===== src/rtl/bmu_pack_pkg.sv =====
package bmu_pack_pkg;

  // Field values the decoder compares against (positions fixed by the ISA)
  localparam logic [6:0] OPC_REG   = 7'b0110011;
  localparam logic [6:0] OPC_REG32 = 7'b0111011;
  localparam logic [6:0] F7_LOW    = 7'b0000100;
  localparam logic [6:0] F7_UPP    = 7'b0100100;
  localparam logic [2:0] F3_HALF   = 3'b100;
  localparam logic [2:0] F3_BYTE   = 3'b111;

  typedef enum logic [2:0] {
    PK_NONE   = 3'd0,
    PK_HALF   = 3'd1,
    PK_HALFU  = 3'd2,
    PK_BYTE   = 3'd3,
    PK_WORD   = 3'd4,
    PK_WORDU  = 3'd5
  } pk_op_e;

endpackage


===== src/rtl/bmu_pack_decode.sv =====
module bmu_pack_decode
  import bmu_pack_pkg::*;
#(
  parameter int XLEN = 64
) (
  input  logic [6:0] funct7_i,
  input  logic [2:0] funct3_i,
  input  logic [6:0] opcode_i,
  input  logic       ext_on_i,
  output pk_op_e     op_o,
  output logic       hit_o,
  output logic       bad_o
);

  localparam bit WORD_FORMS = (XLEN == 64);

  logic is_reg, is_reg32;
  logic m_half, m_halfu, m_byte, m_word, m_wordu;
  logic word_sel, refuse;
  pk_op_e op_raw;

  assign is_reg   = (opcode_i == OPC_REG);
  assign is_reg32 = (opcode_i == OPC_REG32);

  assign m_half  = is_reg   && funct7_i == F7_LOW && funct3_i == F3_HALF;
  assign m_halfu = is_reg   && funct7_i == F7_UPP && funct3_i == F3_HALF;
  assign m_byte  = is_reg   && funct7_i == F7_LOW && funct3_i == F3_BYTE;
  assign m_word  = is_reg32 && funct7_i == F7_LOW && funct3_i == F3_HALF;
  assign m_wordu = is_reg32 && funct7_i == F7_UPP && funct3_i == F3_HALF;

  assign word_sel = m_word | m_wordu;

  always_comb begin
    op_raw = PK_NONE;
    if (m_half)  op_raw = PK_HALF;
    if (m_halfu) op_raw = PK_HALFU;
    if (m_byte)  op_raw = PK_BYTE;
    if (m_word)  op_raw = PK_WORD;
    if (m_wordu) op_raw = PK_WORDU;
  end

  assign hit_o  = m_half | m_halfu | m_byte | word_sel;
  assign refuse = !ext_on_i || (word_sel && !WORD_FORMS);
  assign bad_o  = hit_o && refuse;
  // A refused operation is turned into no operation, which zeroes the datapath
  assign op_o   = bad_o ? PK_NONE : op_raw;

endmodule


===== src/rtl/bmu_pack_datapath.sv =====
module bmu_pack_datapath
  import bmu_pack_pkg::*;
#(
  parameter int XLEN = 64
) (
  input  pk_op_e          op_i,
  input  logic [XLEN-1:0] a_i,
  input  logic [XLEN-1:0] b_i,
  output logic [XLEN-1:0] res_o
);

  localparam int HALF  = XLEN / 2;
  localparam int WBITS = 32;
  localparam int WHALF = WBITS / 2;

  logic [XLEN-1:0]  r_half, r_halfu, r_byte, r_word, r_wordu;
  logic [WBITS-1:0] w_lo, w_hi;

  assign r_half  = {b_i[HALF-1:0], a_i[HALF-1:0]};
  assign r_halfu = {b_i[XLEN-1:HALF], a_i[XLEN-1:HALF]};
  assign r_byte  = {{(XLEN-16){1'b0}}, b_i[7:0], a_i[7:0]};

  assign w_lo = {b_i[WHALF-1:0], a_i[WHALF-1:0]};
  assign w_hi = {b_i[WBITS-1:WHALF], a_i[WBITS-1:WHALF]};

  generate
    if (XLEN > WBITS) begin : g_sext
      assign r_word  = {{(XLEN-WBITS){w_lo[WBITS-1]}}, w_lo};
      assign r_wordu = {{(XLEN-WBITS){w_hi[WBITS-1]}}, w_hi};
    end else begin : g_narrow
      assign r_word  = w_lo;
      assign r_wordu = w_hi;
    end
  endgenerate

  always_comb begin
    unique case (op_i)
      PK_HALF:  res_o = r_half;
      PK_HALFU: res_o = r_halfu;
      PK_BYTE:  res_o = r_byte;
      PK_WORD:  res_o = r_word;
      PK_WORDU: res_o = r_wordu;
      default:  res_o = '0;
    endcase
  end

  // Guards on the datapath output, checked against the selected operation
  always_comb begin
    if (op_i == PK_BYTE) begin
      assert_byte_upper_zero_R4: assert (res_o[XLEN-1:16] == '0)
        else $error("byte pack leaked above bit 15");
    end
    if (op_i == PK_HALF) begin
      assert_half_low_src_R2: assert (res_o[HALF-1:0] == a_i[HALF-1:0])
        else $error("half pack low half wrong");
    end
  end

  generate
    if (XLEN > WBITS) begin : g_word_chk
      always_comb begin
        if (op_i == PK_WORD || op_i == PK_WORDU) begin
          assert_word_sext_R5: assert (res_o[XLEN-1:WBITS] == {(XLEN-WBITS){res_o[WBITS-1]}})
            else $error("word result not sign-extended");
        end
      end
    end
  endgenerate

endmodule


===== src/rtl/bmu_pack_outstage.sv =====
module bmu_pack_outstage #(
  parameter int  XLEN    = 64,
  parameter bit  OUT_REG = 1'b1
) (
  input  logic            clk,
  input  logic            rst,
  input  logic [XLEN-1:0] res_i,
  input  logic            hit_i,
  input  logic            bad_i,
  output logic [XLEN-1:0] res_o,
  output logic            hit_o,
  output logic            bad_o
);

  generate
    if (OUT_REG) begin : g_reg
      always_ff @(posedge clk) begin
        if (rst) begin
          res_o <= '0;
          hit_o <= 1'b0;
          bad_o <= 1'b0;
        end else begin
          res_o <= res_i;
          hit_o <= hit_i;
          bad_o <= bad_i;
        end
      end
    end else begin : g_wire
      logic unused_clk_rst;
      assign unused_clk_rst = clk ^ rst;
      assign res_o = res_i;
      assign hit_o = hit_i;
      assign bad_o = bad_i;
    end
  endgenerate

endmodule


===== src/rtl/bmu_pack_unit.sv =====
module bmu_pack_unit
  import bmu_pack_pkg::*;
#(
  parameter int XLEN    = 64,
  parameter bit OUT_REG = 1'b1
) (
  input  logic            clk,
  input  logic            rst,
  input  logic [31:0]     insn_i,
  input  logic [XLEN-1:0] rs1_val_i,
  input  logic [XLEN-1:0] rs2_val_i,
  input  logic            bext_en_i,
  output logic [XLEN-1:0] rd_val_o,
  output logic            known_o,
  output logic            illegal_o
);

  pk_op_e          op_sel;
  logic            hit_c, bad_c;
  logic [XLEN-1:0] res_c;

  // Register specifier fields play no part in this unit
  logic unused_regfields;
  assign unused_regfields = ^{insn_i[24:15], insn_i[11:7]};

  bmu_pack_decode #(.XLEN(XLEN)) u_dec (
    .funct7_i (insn_i[31:25]),
    .funct3_i (insn_i[14:12]),
    .opcode_i (insn_i[6:0]),
    .ext_on_i (bext_en_i),
    .op_o     (op_sel),
    .hit_o    (hit_c),
    .bad_o    (bad_c)
  );

  bmu_pack_datapath #(.XLEN(XLEN)) u_dp (
    .op_i  (op_sel),
    .a_i   (rs1_val_i),
    .b_i   (rs2_val_i),
    .res_o (res_c)
  );

  bmu_pack_outstage #(.XLEN(XLEN), .OUT_REG(OUT_REG)) u_out (
    .clk   (clk),
    .rst   (rst),
    .res_i (res_c),
    .hit_i (hit_c),
    .bad_i (bad_c),
    .res_o (rd_val_o),
    .hit_o (known_o),
    .bad_o (illegal_o)
  );

  assert_bad_needs_hit_R11: assert property (@(posedge clk) disable iff (rst)
    illegal_o |-> known_o);

  assert_refused_zero_R7: assert property (@(posedge clk) disable iff (rst)
    illegal_o |-> (rd_val_o == '0));

  assert_foreign_quiet_R9: assert property (@(posedge clk) disable iff (rst)
    !known_o |-> (rd_val_o == '0 && !illegal_o));

  generate
    if (OUT_REG) begin : g_reg_chk
      assert_reset_clears_R10: assert property (@(posedge clk)
        rst |=> (rd_val_o == '0 && !known_o && !illegal_o));

      assert_one_cycle_R10: assert property (@(posedge clk) disable iff (rst)
        1'b1 |=> (rd_val_o == $past(res_c) && known_o == $past(hit_c)
                  && illegal_o == $past(bad_c)));
    end
  endgenerate

endmodule


===== config.mk =====
export PLATFORM = sky130hd
export DESIGN_NAME = bmu_pack_unit
export DESIGN_NICKNAME = d
export VERILOG_FILES = /design/src/rtl/bmu_pack_pkg.sv /design/src/rtl/bmu_pack_decode.sv /design/src/rtl/bmu_pack_datapath.sv /design/src/rtl/bmu_pack_outstage.sv /design/src/rtl/bmu_pack_unit.sv
export SDC_FILE = /design/constraint.sdc
export NUM_CORES = 1
export LEC_CHECK = 0
export BUFFER_PORTS_ARGS = -buffer_cell sky130_fd_sc_hd__buf_2
export CAP_MARGIN = 20
export CORE_MARGIN = 5
export CORE_UTILIZATION = 39
export DETAILED_ROUTE_END_ITERATION = 10
export PLACE_DENSITY = 0.74
export SLEW_MARGIN = 20
export SYNTH_ARGS = -nofsm -noshare
export SYNTH_HDL_FRONTEND = slang
export SYNTH_SLANG_ARGS = --single-unit

===== constraint.sdc =====
create_clock -name clk -period 2 [get_ports clk]
set_clock_uncertainty 0.15 [all_clocks]
set_input_delay 0.2 -clock clk [delete_from_list [all_inputs] [get_ports clk]]
set_output_delay 0.2 -clock clk [all_outputs]
set_load 0.005 [all_outputs]

==> results.md, run 1 <==
* Clock Path Buffers at 2
* Worst-Margin Slew at about 370 ps
* Seq cells post-synth at 66
* CTS tree: built
* Layout overhead on the synthesized area at 55.4%
* Antenna-violating nets left at 0
* I/O pins at approximately 230
* Port Buffers at ~210
* Max Fclk at 522 MHz
* Number of setup buffers added after CTS at 0
* Max Cap Viol at 0
* Placed insts at about 760
* Crit start category: primary input
* Clock buffer count from CTS at 9
* Layout Cells excl Fill at just over 800
* DR pass1 iterations at 5
* Mapped Avg Cell Area at 8.01 um^2
* Grt total ovfl at 0
* Crit path kind: in -> reg
* Cell Area, Placed at 5060 um^2
* Layout cells sized above 1 at between 40% and 50%
* Status: finished, final reports clean
* Core Util, Final at approximately three fifths
* Final HPWL DP at ~12000 um
* Top sig layer: met5
* Vias post-DR at ~4700
* Fill cells at 786
* Req. time, crit path at 2110 ps
* Met3 wirelength from detailed routing at 1440 um
* Starting density of the core at about two fifths
* Final wirelength at ~16000 um
* Vias in the first global route at 4729
* Max_slew headroom at 75.2%
* Largest net degree at the start of global routing at 40
* M1 WL at a little over 6000 um
* Met2 WL at 7730 um
* Peak supply drop at approximately 0.36 mV
* Pins Over Slew Limit at 0
* # setup viols final at 0
* Seq/Total Area, Yosys at around 36%
* Pwr dens at roughly 530 nW/um^2
* Die Area at 11300 um^2
* Critical path endpoint category: register
* # clock sinks at 66
* Gp weighted congestion at between 0.9 and 1
* RSZ-0062 raised after global routing: no
* Syn Inst Count at 453
* Global-route wire length before repair at 23800 um
* Total GRT Usage at a little over a quarter
* Drt initial violations at between 300 and 400
* Mapped cell area at 3630 um^2
* FFs w/ async S/R, synth at 0%
* Area occupied by multi-input gates at ~2100 um^2
* Die W at 106 um
* Yosys cell types at 37
* Yosys Warn Count at 0
* Root buffer cell: clkbuf_8
* Storage cell area at 1320 um^2
* CP max FO at 9
* Nets at 856
* Row cnt at 35
* Tmin final at about 1900 ps
* Final instance area at 5640 um^2
* Routed vias/inst at around 6
* Min-delay worst type: in -> reg
* Top_reg_cell synth: dfxtp_1
* H-tree levels at 3
* Antenna violations before repair at 1
* Tcrit/Tclk final at a little over nine tenths
* Clk slew on worst S/H paths at 70 ps
* Number of synthesized flops with an enable pin at 0
* PostCTS Resize Cnt at 0
* Ant diodes at 0
* Drt drc at 0
* Die Ht at between 100 and 150 um
* Static leakage at 2.33 nW
* Core Region at just over 9000 um^2
* Final Hold Fails at 0
* Syn Nets at between 600 and 700
* Average wire per standard cell at 19.3 um
* CP arrival at between 2000 and 2500 ps
## where the power goes
group | total, mW | switching, mW | leakage [nW] | internal (mW)
registers | 1.31 | 0.000000272 | 0.531 | 1.31
clock network | 1.21 | 0.528 | 0.106 | 0.682
logic | 0.460 | 0.222 | 1.70 | 0.238
total | 2.98 | 0.751 | 2.33 | 2.23
## critical path, cell delays in order
cell	delay, ps
buf_2	100
or4b_4	560
or4_4	590
or4_1	420
a21oi_1	150
## cells by family (layout without fill, tap and decap cells)
kind of cell | Yosys count | count (layout) | share of synthesized area, %
flip-flops | 66 | 66 | 36.4
AO/OA/AOI/OAI | 92 | 92 | 15.8
XOR/XNOR | 1 | 1 | 0.241
multiplexers | 30 | 30 | 9.07
buffers and inverters | 74 | 319 | 8.07
AND/OR/NAND/NOR | 190 | 190 | 30.5
## layer usage
metal / vias up / GRT usage, %
li1: 2220 / -
met1: 2166 / 33.0
met2: 308 / 45.3
met3: 37 / 5.28
met4: 2 / 9.41
met5: - / 0
## path summary, 6_finish.rpt
path / from / to / slack [ps] / cells after the start
worst max-delay path: insn_i[28] / u_out.res_o[7] / 80 / 5
worst min-delay path: rs2_val_i[35] / u_out.res_o[35] / 9 / 3
## per-stage QoR
stage	hold WS, ps	power (mW)	worst slack (ps)	setup TNS, ps
after floorplan	167	1.50	-130	-5090
after global placement	256	1.73	-200	-7080
after detailed placement	256	1.74	-244	-9590
after CTS	0.0516	2.98	104	0
after global routing	12.2	3.09	42.1	0
final	8.80	2.98	84.2	0
## registers in the layout (all words and copies together), names as in the netlist
register     count
u_out.res_o     64
u_out.bad_o      1
u_out.hit_o      1
## cell usage in the layout (no fill, tap or decap), types with 2 or more instances in the layout
cell	n
nand2b_1	3
dfxtp_1	66
mux2_2	23
or3b_2	3
nor4_2	2
o2bb2ai_1	7
inv_1	17
o21ai_0	16
a21oi_1	8
clkbuf_8	12
buf_2	213
buf_4	29
nand4_1	59
nor3_1	17
nand2_1	25
mux2i_1	7
nor4_1	22
a32oi_1	8
or4_1	8
buf_12	7
nand3_1	33
nor3_2	2
nor2_1	3
a21oi_2	15
dlygate4sd3_1	37
a31oi_1	34
## repair_timing
item                                   4_1_cts  5_1_grt
hold buffers                                36        1
endpoints found under the hold margin       34        1
setup endpoints to repair                    0        0
## synthesized netlist by cell type, drive strengths merged (16+ instances only)
cell type,number,area share [%]
nor3,19,2.6
dfxtp,66,36
inv,17,1.8
nand4,59,10
nand3,33,4.6
o21ai,16,2.2
nand2,25,2.6
a21oi,23,3.2
nor4,25,4.7
a31oi,34,5.9
clkbuf,43,4.4
mux2,23,7.1
## cell type report
class / count / share of cell area (%)
Clock inverter: 3 / 0.821
Multi-Input combinational cell: 313 / 37.4
Tap cell: 111 / 2.46
Timing Repair Buffer: 286 / 31.8
Clock buffer: 13 / 2.99
Inverter: 17 / 1.13
Sequential cell: 66 / 23.4
Power figures use the tool's default switching activity.
==> run 2, diff against run 1 <==
==> constraint.sdc (replaced) <==
create_clock -name clk -period 2 [get_ports clk]
set_clock_uncertainty 0.15 [all_clocks]
set_input_delay 0 -clock clk [delete_from_list [all_inputs] [get_ports clk]]
set_output_delay 0 -clock clk [all_outputs]
set_load 0.005 [all_outputs]
==> results.md, run 2 (synthesis gave the netlist of run 1 again) <==
* Final Hold Fails at 0 (unchanged)
* Grt total ovfl at 0 (unchanged)
* Layout overhead on the synthesized area at 71.7%
* Commonest non-fill, non-tap cells in the layout: buf_2, dlygate4sd3_1, dfxtp_1
* Drt initial violations at 345 (+2.1%)
* Average wire per standard cell at 19.3 um (-0.29%)
* Global-route wire length before repair at 26700 um (+12%)
* Dpl ws at -166 ps (+78.4 ps)
* RSZ-0062 raised after global routing: no
* Largest net degree at the start of global routing at 54 (+35%)
* Routed vias/inst at 5.90 (+0.92%)
* Total GRT Usage at 29.4% (+3.0 points)
* Tcrit/Tclk final at 97.9% (+2.1 points)
* Most common cell after layout, fill and taps aside: buf_2
* I/O pins at 229 (unchanged)
* Final wirelength at 16900 um (+8.5%)
* Tmin final at 1960 ps (+41.4 ps)
* Max Cap Viol at 0 (unchanged)
* Max reg flops at 64 (unchanged)
* Net Sw Frac at 24.7% (-0.42 points)
* Critical path endpoint category: register
* Core Region at 9150 um^2 (unchanged)
* H-tree levels at 3 (unchanged)
* Nets at 925 (+8.1%)
* Pwr dens at 506 nW/um^2 (-4.3%)
* Most flop-heavy register: u_out.res_o
* Die Ht at 106 um (unchanged)
* Logic pwr share at 17.9% (+2.5 points)
* Die Area at 11300 um^2 (unchanged)
* Max_slew headroom at 59.2% (-16 points)
* Fill cells at 696 (-11%)
* Crit path kind: in -> reg
* Static leakage at 2.60 nW (+11%)
* CP arrival at 2070 ps (+40 ps)
* Pins Over Slew Limit at 0 (unchanged)
* Drt drc at 0 (unchanged)
* Antenna-violating nets left at 0 (unchanged)
* Worst-Margin Slew at 612 ps (+244 ps)
* Final instance area at 6230 um^2 (+10%)
* Clk pwr share at 40.4% (-0.2 points)
* Vias in the first global route at 5282 (+12%)
* Final HPWL DP at 11400 um (-1.8%)
* Antenna violations before repair at 2 (+1)
* Gp weighted congestion at 0.901 (-1.9%)
* Largest regs: u_out.res_o (64), u_out.bad_o (1), u_out.hit_o (1)
* Layout cells sized above 1 at 38.5% (-6.7 points)
* Cell Area, Placed at 4930 um^2 (-2.6%)
* Max Fclk at 511 MHz (-2.1%)
* Vias post-DR at 5196 (+9.8%)
* CTS tree: built
* # clock sinks at 66 (unchanged)
* Root buffer cell: clkbuf_8
* Clock buffer count from CTS at 9 (unchanged)
* Status: finished, final reports clean
* Crit start category: primary input
* Min-delay worst type: in -> reg
* # setup viols final at 0 (unchanged)
* Port Buffers at 213 (unchanged)
* Seq pwr share at 41.7% (-2.3 points)
* Number of setup buffers added after CTS at 0 (unchanged)
* Starting density of the core at 39.7% (unchanged)
* Die W at 106 um (unchanged)
* CP max FO at 4 (-5)
* Clk slew on worst S/H paths at 80 ps (about the same)
* Row cnt at 35 (unchanged)
* Req. time, crit path at 2120 ps (about the same)
* Switching pwr at 780 uW (+3.9%)
* Peak supply drop at 0.255 mV (-29%)
* Int Pwr at 2.37 mW (+6.3%)
* Setup ws final at 42.9 ps (-41.4 ps)
* DR pass1 iterations at 5 (unchanged)
* Clock Path Buffers at 2 (unchanged)
## run 2: changes by cell type in the layout (fill, tap and decap cells not counted), moves of 2 or more
cell / delta
a21oi_1: +15
a21oi_2: -15
buf_12: -4
buf_4: +2
clkbuf_8: -2
diode_2: +2
dlygate4sd3_1: +71
## run 2: metal layers
metal	vias up	GRT usage [%]	part of all wire (%)
li1	2358	-	-
met1	2388	34.7	38
met2	362	48.9	47
met3	88	7.59	9.0
met4	0	15.7	5.4
met5	-	0	0
## run 2: through the flow
step | cells | utilization, % | TNS, ps | total power [mW] | hold slack (ps)
after floorplan | 453 | - | 0 | 1.50 | -33.1
final | 880 | 68.1 | 0 | 3.15 | 8.47
after detailed placement | 754 | 53.8 | -6380 | 1.72 | 55.5
after global placement | 754 | 53.8 | -4090 | 1.72 | 61.4
after global routing | 880 | 68.1 | 0 | 3.25 | 2.88
after CTS | 878 | 68.0 | 0 | 3.12 | 1.94
## run 2: power by group through the flow
| stage | logic (mW) | registers (mW) | clock network [mW] |
|---|---|---|---|
| after floorplan | 0.155 | 1.34 | 0 |
| after global placement | 0.373 | 1.34 | 0 |
| after detailed placement | 0.379 | 1.34 | 0 |
| after CTS | 0.544 | 1.31 | 1.26 |
| after global routing | 0.602 | 1.31 | 1.34 |
| final | 0.565 | 1.31 | 1.27 |
## run 2: what timing repair did
action                    4_1_cts  5_1_grt
resized for setup               0        0
hold endpoints to repair       62        0
hold buffers                  108        0
## run 2: path summary, 6_finish.rpt
check,start,endpoint,cells after the start
setup / recovery,insn_i[26],u_out.res_o[31],8
hold / removal,rs1_val_i[17],u_out.res_o[17],4
## run 2: cell type report
type | instances | area [um^2] | area share (%)
Clock inverter | 4 | 75.1 | 1.20
Inverter | 17 | 63.8 | 1.02
Timing Repair Buffer | 355 | 2440 | 39.1
Multi-Input combinational cell | 313 | 2040 | 32.8
Sequential cell | 66 | 1320 | 21.2
Clock buffer | 12 | 145 | 2.33
Antenna cell | 2 | 5.00 | 0.0803
Tap cell | 111 | 139 | 2.23
## run 2: critical path: stages
cell and delay (ps):
buf_2 100, or4b_4 550, buf_4 170, nor4_2 180, buf_4 200, nand4_1 120
dlygate4sd3_1 590, a31oi_1 160
==> run 3, diff against run 2 <==
--- a/config.mk
+++ b/config.mk
@@ -10,6 +10,7 @@
 export CORE_MARGIN = 5
 export CORE_UTILIZATION = 39
 export DETAILED_ROUTE_END_ITERATION = 10
+export GPL_TIMING_DRIVEN = 0
 export PLACE_DENSITY = 0.74
 export SLEW_MARGIN = 20
 export SYNTH_ARGS = -nofsm -noshare
==> results.md, run 3 (synthesis gave the netlist of run 1 again) <==
* Status: finished, final reports clean
* Most flop-heavy register: u_out.res_o
* Final wirelength at 18400 um (+8.9%)
* Antenna-violating nets left at 0 (unchanged)
* Largest net degree at the start of global routing at 13 (-76%)
* Max_slew headroom at 51.0% (-8.2 points)
* Global-route wire length before repair at 28500 um (+6.8%)
* Core Region at 9150 um^2 (unchanged)
* Setup ws final at 22.2 ps (-20.7 ps)
* Cell Area, Placed at 4830 um^2 (-2.0%)
* Die W at 106 um (unchanged)
* Worst-Margin Slew at 730 ps (+118 ps)
* Area occupied by multi-input gates at 2030 um^2 (-0.61%)
* Min-delay worst type: in -> reg
* Pwr dens at 486 nW/um^2 (-4.0%)
* Crit path kind: in -> reg
* M2 GR Usage at 53.5% (+4.6 points)
* Die Ht at 106 um (unchanged)
* Placed insts at 776 (+2.9%)
* H-tree levels at 3 (unchanged)
* Final Hold Fails at 0 (unchanged)
* Critical path endpoint category: register
* Die Area at 11300 um^2 (unchanged)
* Tmin final at 1980 ps (+20.7 ps)
* Vias post-DR at 5435 (+4.6%)
* Row cnt at 35 (unchanged)
* Largest regs: u_out.res_o (64), u_out.bad_o (1), u_out.hit_o (1)
* Final instance area at 6250 um^2 (+0.26%)
* CP arrival at 2060 ps (about the same)
* Crit path from: insn_i[3]
* Final HPWL DP at 12200 um (+7.0%)
* Total GRT Usage at 32.1% (+2.6 points)
* Fill cells at 728 (+4.6%)
* Root buffer cell: clkbuf_8
* Port Buffers at 212 (-0.47%)
* CTS tree: built
* CP max FO at 10 (+6)
* Clk slew on worst S/H paths at 70 ps (about the same)
* Layout overhead on the synthesized area at 72.1%
* Max reg flops at 64 (unchanged)
* Static leakage at 2.57 nW (-1.0%)
* Peak supply drop at 0.340 mV (+33%)
* Pins Over Slew Limit at 0 (unchanged)
* Layout Cells excl Fill at 915 (+4.0%)
* Grt total ovfl at 0 (unchanged)
* Met3 usage at 7.89% (+0.30 points)
* Core Util, Final at 68.3% (+0.18 points)
* Nets at 961 (+3.9%)
* Drt initial violations at 512 (+48%)
* RSZ-0062 raised after global routing: yes
* Routed vias/inst at 5.94 (+0.60%)
* Crit start category: primary input
* # setup viols final at 0 (unchanged)
* Average wire per standard cell at 20.2 um (+4.7%)
* Vias in the first global route at 5385 (+2.0%)
* Max Cap Viol at 0 (unchanged)
* Met1 Usage GRT at 38.2% (+3.4 points)
* Crit path capture: u_out.res_o[7]
* # clock sinks at 66 (unchanged)
* Commonest non-fill, non-tap cells in the layout: buf_2, dlygate4sd3_1, dfxtp_1
* I/O pins at 229 (unchanged)
* Req. time, crit path at 2080 ps (-40 ps)
* Gp weighted congestion at 0.922 (+2.3%)
* Clock Path Buffers at 2 (unchanged)
* Hold slack at 6.17 ps (-2.30 ps)
* Tcrit/Tclk final at 98.9% (+1.0 points)
* Layout cells sized above 1 at 35.1% (-3.3 points)
* Max Fclk at 506 MHz (-1.0%)
* GR peak layer: met2
* Most common cell after layout, fill and taps aside: buf_2
* Drt drc at 0 (unchanged)
* Starting density of the core at 39.7% (unchanged)
* Antenna violations before repair at 0 (-2)
* Dpl ws at -470 ps (-304 ps)
* DR pass1 iterations at 5 (unchanged)
* Storage cell area at 1320 um^2 (unchanged)
* Clock buffer count from CTS at 9 (unchanged)
-- run 3: changes by cell type in the layout (fill, tap and decap cells not counted), sizes merged --
cell | previous run | this run
clkinv | 0 | 3
diode | 2 | 1
bufinv | 2 | 1
buf | 247 | 233
dlygate4sd3 | 108 | 114
clkbuf | 12 | 54
-- run 3: area by class of cell --
type,count,area share [%]
diodes,1,0.0400
repair buffers,334,36.2
clock buffers,10,2.04
inverters,17,1.02
plain buffers,57,3.74
well taps,111,2.22
multi-input cells,313,32.5
clock inverters,6,1.08
flip-flops and latches,66,21.1
-- run 3: how the worst min path moves through the flow --
stage / depth (start not counted) / end / startpoint
after floorplan: 1 / u_out.res_o[10] / rs1_val_i[10]
after global placement: 2 / u_out.res_o[8] / rs1_val_i[8]
after detailed placement: 2 / u_out.res_o[11] / rs1_val_i[11]
after CTS: 4 / u_out.res_o[18] / rs1_val_i[18]
after global routing: 4 / u_out.res_o[3] / rs1_val_i[19]
final: 4 / u_out.res_o[18] / rs1_val_i[18]
-- run 3: metrics by stage --
step	TNS, ps	power, mW
floorplan	0	1.50
global placement	-17920	1.71
detailed placement	-20370	1.72
CTS	0	3.02
global route	-59.2	3.14
finish	0	3.04
-- run 3: worst max-delay path, stage by stage --
cell and delay [ps]:
buf_2 100, clkbuf_1 420, clkbuf_2 370, mux2_2 380
dlygate4sd3_1 570, nand4_1 120, a21oi_1 100
-- run 3: per-layer routing --
metal | wire [um] | vias up | part of all wire, %
li1 | - | 2434 | -
met1 | 6990 | 2430 | 38
met3 | 1740 | 114 | 9.4
met2 | 8710 | 457 | 47
met4 | 999 | 0 | 5.4
met5 | 0 | - | 0
-- run 3: repair_timing --
item | CTS | global route
endpoints found under the hold margin | 64 | 0
setup buffers | 1 | 7
endpoints found under the setup margin | 13 | 53
resized for setup | 1 | 9
hold buffers | 114 | 0
pin swaps | 1 | 3
-- run 3: power breakdown --
group	switching, mW	internal [mW]
Clock	0.560	0.578
Combinational	0.259	0.326
Sequential	0.000000318	1.31
